File: config.mk
export PLATFORM = sky130hd
export DESIGN_NAME = itm_top
export DESIGN_NICKNAME = d
export VERILOG_FILES = /design/src/rtl/itm_pkg.sv /design/src/rtl/itm_sync.sv /design/src/rtl/itm_arm.sv /design/src/rtl/itm_timer_bank.sv /design/src/rtl/itm_ctrl.sv /design/src/rtl/itm_spi_out.sv /design/src/rtl/itm_top.sv
export SDC_FILE = /design/constraint.sdc
export NUM_CORES = 2
export LEC_CHECK = 0
export CAP_MARGIN = 10
export CORE_ASPECT_RATIO = 0.7
export CORE_UTILIZATION = 65
export CTS_CLUSTER_DIAMETER = 50
export DETAILED_ROUTE_END_ITERATION = 8
export DONT_BUFFER_PORTS = 1
export PLACE_DENSITY_LB_ADDON = 0.12
export SYNTH_ARGS = -nofsm -noshare
export SYNTH_HDL_FRONTEND = slang
export SYNTH_HIERARCHICAL = 1
export SYNTH_SLANG_ARGS = --single-unit
File: constraint.sdc
create_clock -name clk -period 5.5 [get_ports clk]
set_input_delay 0.275 -clock clk [delete_from_list [all_inputs] [get_ports clk]]
set_output_delay 0.275 -clock clk [all_outputs]
set_load 0.02 [all_outputs]
File: src/rtl/itm_pkg.sv
package itm_pkg;

  typedef enum logic [1:0] {
    ST_IDLE  = 2'd0,
    ST_COUNT = 2'd1,
    ST_WAIT  = 2'd2,
    ST_READ  = 2'd3
  } itm_state_e;

endpackage

File: src/rtl/itm_sync.sv
module itm_sync #(
  parameter int W = 2,
  parameter logic [W-1:0] RST_VAL = '0
) (
  input  logic         clk,
  input  logic         rst_n,
  input  logic [W-1:0] d,
  output logic [W-1:0] lvl,
  output logic [W-1:0] prev
);

  logic [W-1:0] s1;

  // two flops for metastability, a third holds the previous sample
  always_ff @(posedge clk or negedge rst_n) begin
    if (!rst_n) begin
      s1   <= RST_VAL;
      lvl  <= RST_VAL;
      prev <= RST_VAL;
    end else begin
      s1   <= d;
      lvl  <= s1;
      prev <= lvl;
    end
  end

endmodule

File: src/rtl/itm_arm.sv
module itm_arm
  import itm_pkg::*;
#(
  parameter int N_CH      = 32,
  parameter int START_MIN = 4,
  parameter int BLANK_CYC = 21844
) (
  input  logic            clk,
  input  logic            rst_n,
  input  logic            en,
  input  itm_state_e      state,
  input  logic [N_CH-1:0] ev,
  output logic            start_fire,
  output logic            blank_open
);

  localparam int CW = $clog2(N_CH + 1);
  localparam int BW = $clog2(BLANK_CYC + 1);

  function automatic logic [CW-1:0] ones(input logic [N_CH-1:0] v);
    logic [CW-1:0] acc;
    acc = '0;
    for (int i = 0; i < N_CH; i++) acc = acc + CW'(v[i]);
    return acc;
  endfunction

  logic [CW-1:0] hits;
  logic [BW-1:0] blank_cnt;

  assign hits       = ones(ev);
  assign start_fire = en && (state == ST_IDLE) && (hits >= CW'(START_MIN));
  assign blank_open = (blank_cnt == '0);

  always_ff @(posedge clk or negedge rst_n) begin
    if (!rst_n) begin
      blank_cnt <= '0;
    end else if (en) begin
      if (start_fire)
        blank_cnt <= BW'(BLANK_CYC);
      else if (state == ST_COUNT && !blank_open)
        blank_cnt <= blank_cnt - 1'b1;
    end
  end

endmodule

File: src/rtl/itm_timer_bank.sv
module itm_timer_bank #(
  parameter int N_CH = 32,
  parameter int TW   = 16
) (
  input  logic               clk,
  input  logic               rst_n,
  input  logic               en,
  input  logic               start_fire,
  input  logic               stop_window,
  input  logic [N_CH-1:0]    ev,
  output logic [N_CH*TW-1:0] vals,
  output logic [N_CH-1:0]    run
);

  localparam logic [TW-1:0] FULL = {TW{1'b1}};

  function automatic logic at_full(input logic [TW-1:0] v);
    return v == FULL;
  endfunction

  for (genvar g = 0; g < N_CH; g++) begin : g_tmr
    logic [TW-1:0] v;

    // each timer resets stopped at zero
    always_ff @(posedge clk or negedge rst_n) begin
      if (!rst_n) begin
        v      <= '0;
        run[g] <= 1'b0;
      end else if (en) begin
        if (start_fire) begin
          v      <= '0;
          run[g] <= 1'b1;
        end else if (run[g]) begin
          if (stop_window && ev[g])
            run[g] <= 1'b0;
          else if (at_full(v))
            run[g] <= 1'b0;
          else
            v <= v + 1'b1;
        end
      end
    end

    assign vals[g*TW +: TW] = v;
  end

endmodule

File: src/rtl/itm_ctrl.sv
module itm_ctrl
  import itm_pkg::*;
(
  input  logic       clk,
  input  logic       rst_n,
  input  logic       en,
  input  logic       start_fire,
  input  logic       all_stopped,
  input  logic       cs_fall,
  input  logic       cs_rise,
  output itm_state_e state
);

  itm_state_e nxt;

  always_comb begin
    nxt = state;
    unique case (state)
      ST_IDLE:  if (start_fire)  nxt = ST_COUNT;
      ST_COUNT: if (all_stopped) nxt = ST_WAIT;
      ST_WAIT:  if (cs_fall)     nxt = ST_READ;
      ST_READ:  if (cs_rise)     nxt = ST_IDLE;
      default:                   nxt = ST_IDLE;
    endcase
  end

  always_ff @(posedge clk or negedge rst_n) begin
    if (!rst_n)  state <= ST_IDLE;
    else if (en) state <= nxt;
  end

endmodule

File: src/rtl/itm_spi_out.sv
module itm_spi_out
  import itm_pkg::*;
#(
  parameter int FRAME = 512
) (
  input  logic             clk,
  input  logic             rst_n,
  input  logic             en,
  input  itm_state_e       state,
  input  logic             cs_lvl,
  input  logic             sck_rise,
  input  logic [FRAME-1:0] frame,
  output logic             bit_q
);

  localparam int FW = $clog2(FRAME);

  logic [FW-1:0] idx;
  logic [FW-1:0] idx_dn;
  logic          spent;

  assign idx_dn = idx - 1'b1;

  always_ff @(posedge clk or negedge rst_n) begin
    if (!rst_n) begin
      idx   <= FW'(FRAME - 1);
      spent <= 1'b0;
      bit_q <= 1'b1;
    end else if (en) begin
      if (cs_lvl) begin
        idx   <= FW'(FRAME - 1);
        spent <= 1'b0;
        bit_q <= (state == ST_WAIT) ? frame[FRAME-1] : 1'b1;
      end else if (sck_rise) begin
        if (state == ST_READ && !spent) begin
          if (idx == '0) begin
            spent <= 1'b1;
            bit_q <= 1'b1;
          end else begin
            idx   <= idx_dn;
            bit_q <= frame[idx_dn];
          end
        end else begin
          bit_q <= 1'b1;
        end
      end
    end
  end

endmodule

File: src/rtl/itm_top.sv
module itm_top
  import itm_pkg::*;
#(
  parameter int N_CH      = 32,
  parameter int TW        = 16,
  parameter int START_MIN = 4,
  parameter int BLANK_CYC = 21844
) (
  input  logic            clk,
  input  logic            rst_n,
  input  logic            en,
  input  logic [N_CH-1:0] ev_in,
  input  logic            cs_n,
  input  logic            sck,
  output logic            miso,
  output logic            miso_oe,
  output logic            ready
);

  localparam int FRAME = N_CH * TW;

  // named internal events, also seen by the checker
  itm_state_e         state;
  logic               start_fire;
  logic               blank_open;
  logic               stop_window;
  logic               all_stopped;
  logic [N_CH-1:0]    run;
  logic [FRAME-1:0]   vals;
  logic [FRAME-1:0]   frame;
  logic [1:0]         spi_lvl;
  logic [1:0]         spi_prev;
  logic               cs_lvl;
  logic               cs_fall;
  logic               cs_rise;
  logic               sck_rise;
  logic               bit_q;

  itm_sync #(.W(2), .RST_VAL(2'b10)) u_sync (
    .clk  (clk),
    .rst_n(rst_n),
    .d    ({cs_n, sck}),
    .lvl  (spi_lvl),
    .prev (spi_prev)
  );

  assign cs_lvl   = spi_lvl[1];
  assign cs_fall  = spi_prev[1] && !spi_lvl[1];
  assign cs_rise  = !spi_prev[1] && spi_lvl[1];
  assign sck_rise = !spi_prev[0] && spi_lvl[0];

  itm_arm #(.N_CH(N_CH), .START_MIN(START_MIN), .BLANK_CYC(BLANK_CYC)) u_arm (
    .clk       (clk),
    .rst_n     (rst_n),
    .en        (en),
    .state     (state),
    .ev        (ev_in),
    .start_fire(start_fire),
    .blank_open(blank_open)
  );

  assign stop_window = (state == ST_COUNT) && blank_open;

  itm_timer_bank #(.N_CH(N_CH), .TW(TW)) u_bank (
    .clk        (clk),
    .rst_n      (rst_n),
    .en         (en),
    .start_fire (start_fire),
    .stop_window(stop_window),
    .ev         (ev_in),
    .vals       (vals),
    .run        (run)
  );

  assign all_stopped = (run == '0);

  itm_ctrl u_ctrl (
    .clk        (clk),
    .rst_n      (rst_n),
    .en         (en),
    .start_fire (start_fire),
    .all_stopped(all_stopped),
    .cs_fall    (cs_fall),
    .cs_rise    (cs_rise),
    .state      (state)
  );

  // timer 0 occupies the top of the frame so it leaves first
  for (genvar g = 0; g < N_CH; g++) begin : g_frame
    assign frame[(N_CH-1-g)*TW +: TW] = vals[g*TW +: TW];
  end

  itm_spi_out #(.FRAME(FRAME)) u_spi (
    .clk     (clk),
    .rst_n   (rst_n),
    .en      (en),
    .state   (state),
    .cs_lvl  (cs_lvl),
    .sck_rise(sck_rise),
    .frame   (frame),
    .bit_q   (bit_q)
  );

  assign ready   = (state == ST_WAIT);
  assign miso    = bit_q;
  assign miso_oe = rst_n && en && !cs_n;

endmodule

==> Word-level counts from Yosys, hierarchy flattened <==
Cells that the tools add are included.
{ "classes": {"add_sub_neg": 65, "order_cmp": 2, "eq_ne": 104, "n_mux": 278, "n_reduce_logical": 125} }
{ "ops": {"columns": ["cell", "n"], "rows": [
  ["2-to-1 mux 16 bit", 128],
  ["adder 16 x 1 -> 16 bit (second input constant)", 32],
  ["equality test 16 bit (second input constant)", 32],
  ["adder 6 x 1 -> 6 bit", 30],
  ["2-to-1 mux 1 bit", 138],
  ["!= test 2 bit (second input constant)", 68],
  ["AND reduction 4 bit", 34],
  ["nonzero test 2 bit", 36],
  ["logical AND 1 bit", 42],
  ["2-to-1 mux 9 bit", 4],
  ["zero test 32 bit", 1],
  ["2-to-1 mux 15 bit", 2],
  ["zero test 15 bit", 1],
  ["subtractor 15 x 1 -> 15 bit (second input constant)", 1],
  ["less-than comparator 9 x 10 -> 1 bit (second input constant)", 1],
  ["binary-select mux 1 bit (select 9 bit)", 1],
  ["zero test 9 bit", 1],
  ["subtractor 9 x 1 -> 9 bit (second input constant)", 1],
  ["2-to-1 mux 2 bit", 4],
  ["case mux 2 bit (4 select lines)", 1],
  [">= comparator 6 x 3 -> 1 bit (second input constant)", 1],
  ["zero test 1 bit", 6],
  ["AND reduction 5 bit", 1],
  ["equality test 2 bit (second input constant)", 2],
  ["other kinds (5)", 6]
]} }
{ "totals": {"reg_bits": 578, "input_bits": 37, "out_inout_bits": 3, "wordCells": 646} }

==> Longest topological paths before layout <==
{ "depth": {"word_depth": 35, "ltp_mapped": 22, "ltp_nobuf": 20} }

==> Modules after synthesis <==
Netlist, hierarchy kept.
{ "modules_own_cells": {"columns": ["mod", "instances", "cells_per_inst", "area_per_inst_um2", "seq_area_each_um2"], "rows": [
  ["itm_timer_bank", 1, 3670, 32675.1, 13613.1],
  ["itm_spi_out", 1, 382, 4976.0, 287.8],
  ["itm_arm", 1, 170, 1624.1, 375.4],
  ["itm_ctrl", 1, 17, 192.7, 50.0],
  ["itm_sync", 1, 6, 153.9, 153.9],
  ["itm_top", 1, 19, 112.6, 0.0]
]} }

==> Least setup slack after synthesis <==
Ideal clock, no wire load.
{ "synth_path": {"path_type": "input port to flip-flop", "from": "input ev_in[0]", "to": "register u_bank.g_tmr[21].v[12]", "setup_ns": 0.132, "t_arrival_ns": 5.764, "required_time_ns": 5.368, "slack_ns": -0.396, "path_stages": 21, "path_buffers": 4, "path_cell_list": "inv_1 > fa_1 > fa_1 > fa_1 > fa_1 > fa_1 > fa_1 > inv_1 > ha_1 > fa_1 > nand2_1 > a2111o_1 > nand2_1 > inv_2 > clkbuf_1 > inv_2 > nor2_1 > clkbuf_1 > clkbuf_1 > clkbuf_1 > nor2_1"} }
{ "synth_via": {"elab_chain_len": 35, "elab_cells_between_ends": 38, "classes_between": "31 x add/sub; 1 x order compare; 2 x eq/ne; 1 x mux; 3 x reduce/logical"} }
{ "synth_lines": {"columns": ["item", "line", "rtl"], "rows": [
  ["start: declaration", "itm_top.sv:12", "input logic [N_CH-1:0] ev_in,"],
  ["adder 1 x 1 -> 2 bit *", "itm_arm.sv:23", "for (int i = 0; i < N_CH; i++) acc = acc + CW'(v[i]);"],
  ["adder 6 x 1 -> 6 bit * (30 in a row)", "itm_arm.sv:23", null],
  [">= comparator 6 x 3 -> 1 bit *", "itm_arm.sv:31", "assign start_fire = en && (state == ST_IDLE) && (hits >= CW'(START_MIN));"],
  ["logical AND 1 bit *", "itm_arm.sv:31", null],
  ["named net start_fire", "itm_top.sv:24", "logic start_fire;"],
  ["!= test 2 bit (no line) / nonzero test 2 bit (equally long branches)", null, null],
  ["AND reduction 4 bit (no line)", null, null],
  ["end signal: assignment", "itm_timer_bank.sv:39", "v <= v + 1'b1;"],
  ["end: declaration", "itm_timer_bank.sv:22", "logic [TW-1:0] v;"]
]} }
The timed path passes the listed nets; every way through them passes the cells marked *.
A chain may end at the register's enable or synchronous reset.

==> Worst setup path after layout <==
{ "layout_path": {"from": "input ev_in[0]", "to": "register u_bank.g_tmr[21].v[15]"} }
Same word-level chain as after synthesis.

==> impl_metrics.json <==
{
  "post-route-period-util_pct": 95.48,
  "antenna_left": 0,
  "avgSynthCellArea_um2": 9.319,
  "peakVddDrop_uv": 278.1,
  "cellLeakagePower_nw": 17.77,
  "drive_above_1_share_pct": 10.61,
  "max_freq_mhz": 190.4,
  "yosysSeqAreaShare_pct": 36.44,
  "status": "finished, violations left",
  "cts_hold_buf": 24,
  "rr_worst_depth": 10,
  "coreArea_mm2": 0.06015,
  "setup_violations": 0,
  "initial_core_util_pct": 66.06,
  "yosysTopAreaCell": "dfrtp_1",
  "overflow": 0,
  "combinationalPowerShare_pct": 42.6,
  "yosys_warnings": 6,
  "ioPinCount": 40,
  "fp.dieH_um": 208.9,
  "required_ps": 6050,
  "synth_top_area_share_pct": 35.58,
  "synth.cell_area_mm2": 0.03973,
  "clock-sinks": 578,
  "power.internal_mw": 11.76,
  "drt_iter0_markers": 5266,
  "synth_ff_type": "dfrtp_1",
  "ctsHtreeMaxLevel": 2,
  "first_pass_iters": 6,
  "synth-async-reset-ratio_pct": 100.0,
  "ys_seq_elements": 578,
  "routedWlPerCell_um": 22.86,
  "clk_latency_ps": 660,
  "dp_hpwl_um": 72710,
  "powerDensity_mw_per_mm2": 466.3,
  "num-nets-final": 4300,
  "dr_total_vias": 36877,
  "areaGrowthSynthToFinish_pct": 8.663,
  "wl_met2_um": 48280,
  "critPathArrivalTime_ps": 5810,
  "seqPwrFrac_pct": 35.6,
  "synth-edff-count": 0,
  "placed_cells": 4913,
  "die_area_mm2": 0.06214,
  "maxCapViolCount": 0,
  "hold_viol": 567,
  "grt_max_degree": 580,
  "clk_pin_slew_worst_paths_ps": 60,
  "wl_met3_um": 13170,
  "min_path_type": "input port to asynchronous set/reset pin",
  "gp_congestion": 0.9192,
  "grt_pass1_wl_um": 185300,
  "final_cell_mix": "dfrtp_1 (565), nand2_1 (401), nand3_1 (310)",
  "synthTopCellsByArea": "dfrtp_1 (36%), mux4_2 (8.0%), mux2i_1 (4.0%)",
  "cts_buffer_depth": 3,
  "root_buffer": "clkbuf_16",
  "slew_headroom_pct": -24.25,
  "met1_length_um": 50560,
  "cts_tree": "yes",
  "slew_viol_final": 319,
  "place_ws_ps": -376.0,
  "synthCells": 4264,
  "setup.worst_path.class": "input port to flip-flop",
  "hold_ws_ps": -656.0,
  "swShare_pct": 41.56,
  "worst_pin_slew_ps": 1864,
  "endpoint_kind": "flip-flop",
  "cts_made_buffers": 60,
  "synth_nets": 4371,
  "grt_pass1_vias": 33109,
  "utilization_pct": 71.78,
  "drc_errors": 0,
  "antenna_found_initial": 4,
  "grtUsageTotal_pct": 36.87,
  "skew_ps": 31.19,
  "final_common_cell": "dfrtp_1",
  "power.switching_mw": 8.368,
  "wl_um": 115500,
  "portBuffers": 0,
  "drt-vias-per-instance": 7.299,
  "finalPower_mw": 20.13,
  "rsz0062_at_grt": "false",
  "violations": "hold timing, slew limit",
  "top_layer_used": "met5",
  "finalInstanceArea_mm2": 0.04318,
  "crit_path_start_kind": "input port",
  "die_w_um": 297.5,
  "setup_slack_ps": 248.4,
  "min_period_ps": 5252,
  "ys_types": 106,
  "layout.cells.non_filler": 5052,
  "num_rows": 75,
  "cp_max_fo": 17,
  "placed_cell_area_mm2": 0.04082,
  "pwr-share-clk_pct": 21.8
}
[synthesized netlist by cell type (15+ instances only)]
master / number
fa_1: 24
nand3_1: 310
and4_1: 65
nor3_1: 143
nand2_1: 403
o311ai_0: 88
o2bb2ai_1: 124
and3_1: 114
a21boi_0: 15
a41oi_1: 17
buf_1: 26
or4_1: 50
inv_1: 164
a21oi_1: 107
o21a_1: 16
o22ai_1: 26
a211o_1: 46
nor2b_1: 24
nor3b_1: 46
nor2_1: 310
o221ai_1: 15
or3_1: 23
o21ai_0: 122
o211ai_1: 57
a31oi_1: 44
mux2i_1: 158
nor4_1: 79
a22o_1: 39
a211oi_1: 26
xnor2_1: 24
dfrtp_1: 565
clkbuf_1: 198
mux4_2: 141
and2_1: 38
nand4_1: 165
ha_1: 46
a22oi_1: 15
buf_2: 32
o41ai_1: 18
a21o_1: 17
a221o_1: 62
o31ai_1: 21
[through the flow]
step	TNS, ps	hold slack, ps
after detailed placement	-47840	7.028
after CTS	0	-675.0
final	0	-656.0
after floorplan	-153.7	-20.59
after global placement	-22530	6.363
after global routing	0	-659.5
[state kept, by name, indices dropped and copies added, names as in the netlist]
name and cells:
u_bank/g_tmr.v 512, u_bank/run 32, u_arm/blank_cnt 15, u_spi/idx 9
u_ctrl/state 2, u_sync/lvl 2, u_sync/prev 2, u_sync/s1 2
u_spi/bit_q 1, u_spi/spent 1
[metal layers]
layer  GRT usage [%]  vias to the layer above
met1           57.37                    18020
met3           8.692                      255
met4           11.75                       10
met5               0                        -
li1                -                    16518
met2           50.39                     2074
[critical path: stages]
cell and delay (ps):
inv_1 40, fa_1 580, fa_1 420, inv_1 70
fa_1 440, fa_2 400, fa_1 520, inv_1 60
fa_1 410, inv_1 60, ha_1 210, or4_1 500
a2111o_1 360, nand2_2 150, inv_8 60, nand2b_4 250
buf_12 210, or4_1 530, o31a_1 130, o21ai_0 70
[cell type report]
type,instances,area (um^2)
well taps,808,1011
inverters,166,643.1
fillers,4479,16980
multi-input cells,3251,23610
clock buffers,84,1703
clock inverters,28,370.4
flip-flops and latches,578,14480
diodes,1,2.502
repair buffers,136,1356
[worst paths after layout]
check / start / to / slack (ps)
setup / recovery: ev_in[0] / u_bank/g_tmr[21].v[15]$_DFFE_PN0P_ / 250
hold / removal: rst_n / u_bank/g_tmr[17].v[12]$_DFFE_PN0P_ / -660
setup reg to reg: u_spi/idx[0]$_DFFE_PN1P_ / u_spi/bit_q$_DFFE_PN1P_ / 1030
hold reg to reg: u_sync/s1[0]$_DFF_PN0_ / u_sync/lvl[0]$_DFF_PN0_ / 370
max in group asynchronous: rst_n / u_bank/g_tmr[15].v[14]$_DFFE_PN0P_ / 4680
min in group clk: en / u_bank/g_tmr[29].v[0]$_DFFE_PN0P_ / 30
[power groups by stage]
| stage | combinational (mW) | clock (mW) | sequential [mW] |
|---|---|---|---|
| 2_1_floorplan | 6.35 | 0 | 6.54 |
| 3_3_place_gp | 8.11 | 0 | 7.08 |
| 3_5_place_dp | 8.33 | 0 | 7.13 |
| 4_1_cts | 8.43 | 4.43 | 7.09 |
| 5_1_grt | 9.35 | 4.58 | 7.37 |
| 6_report | 8.57 | 4.39 | 7.17 |
[what timing repair did]
action                                 CTS  global route
setup endpoints to repair                0             0
resized for setup                        0             0
endpoints found under the hold margin  734           578
setup buffers                            0             0
[kinds of logic (layout without fill, tap and decap cells)]
kind of cell             count (synthesis)  count (layout)  share of synthesized area (%)
AO/OA/AOI/OAI                          990             990                          19.14
XOR/XNOR                                38              38                         0.8565
buffers and inverters                  435             414                          4.399
adder cells (fa/ha/maj)                 70              70                          2.658
other                                    0               1                              0
flip-flops                             578             578                          36.44
multiplexers                           304             304                          12.12
AND/OR/NAND/NOR                       1849            1849                          24.39
No activity file was read; power rests on OpenSTA's default activity.
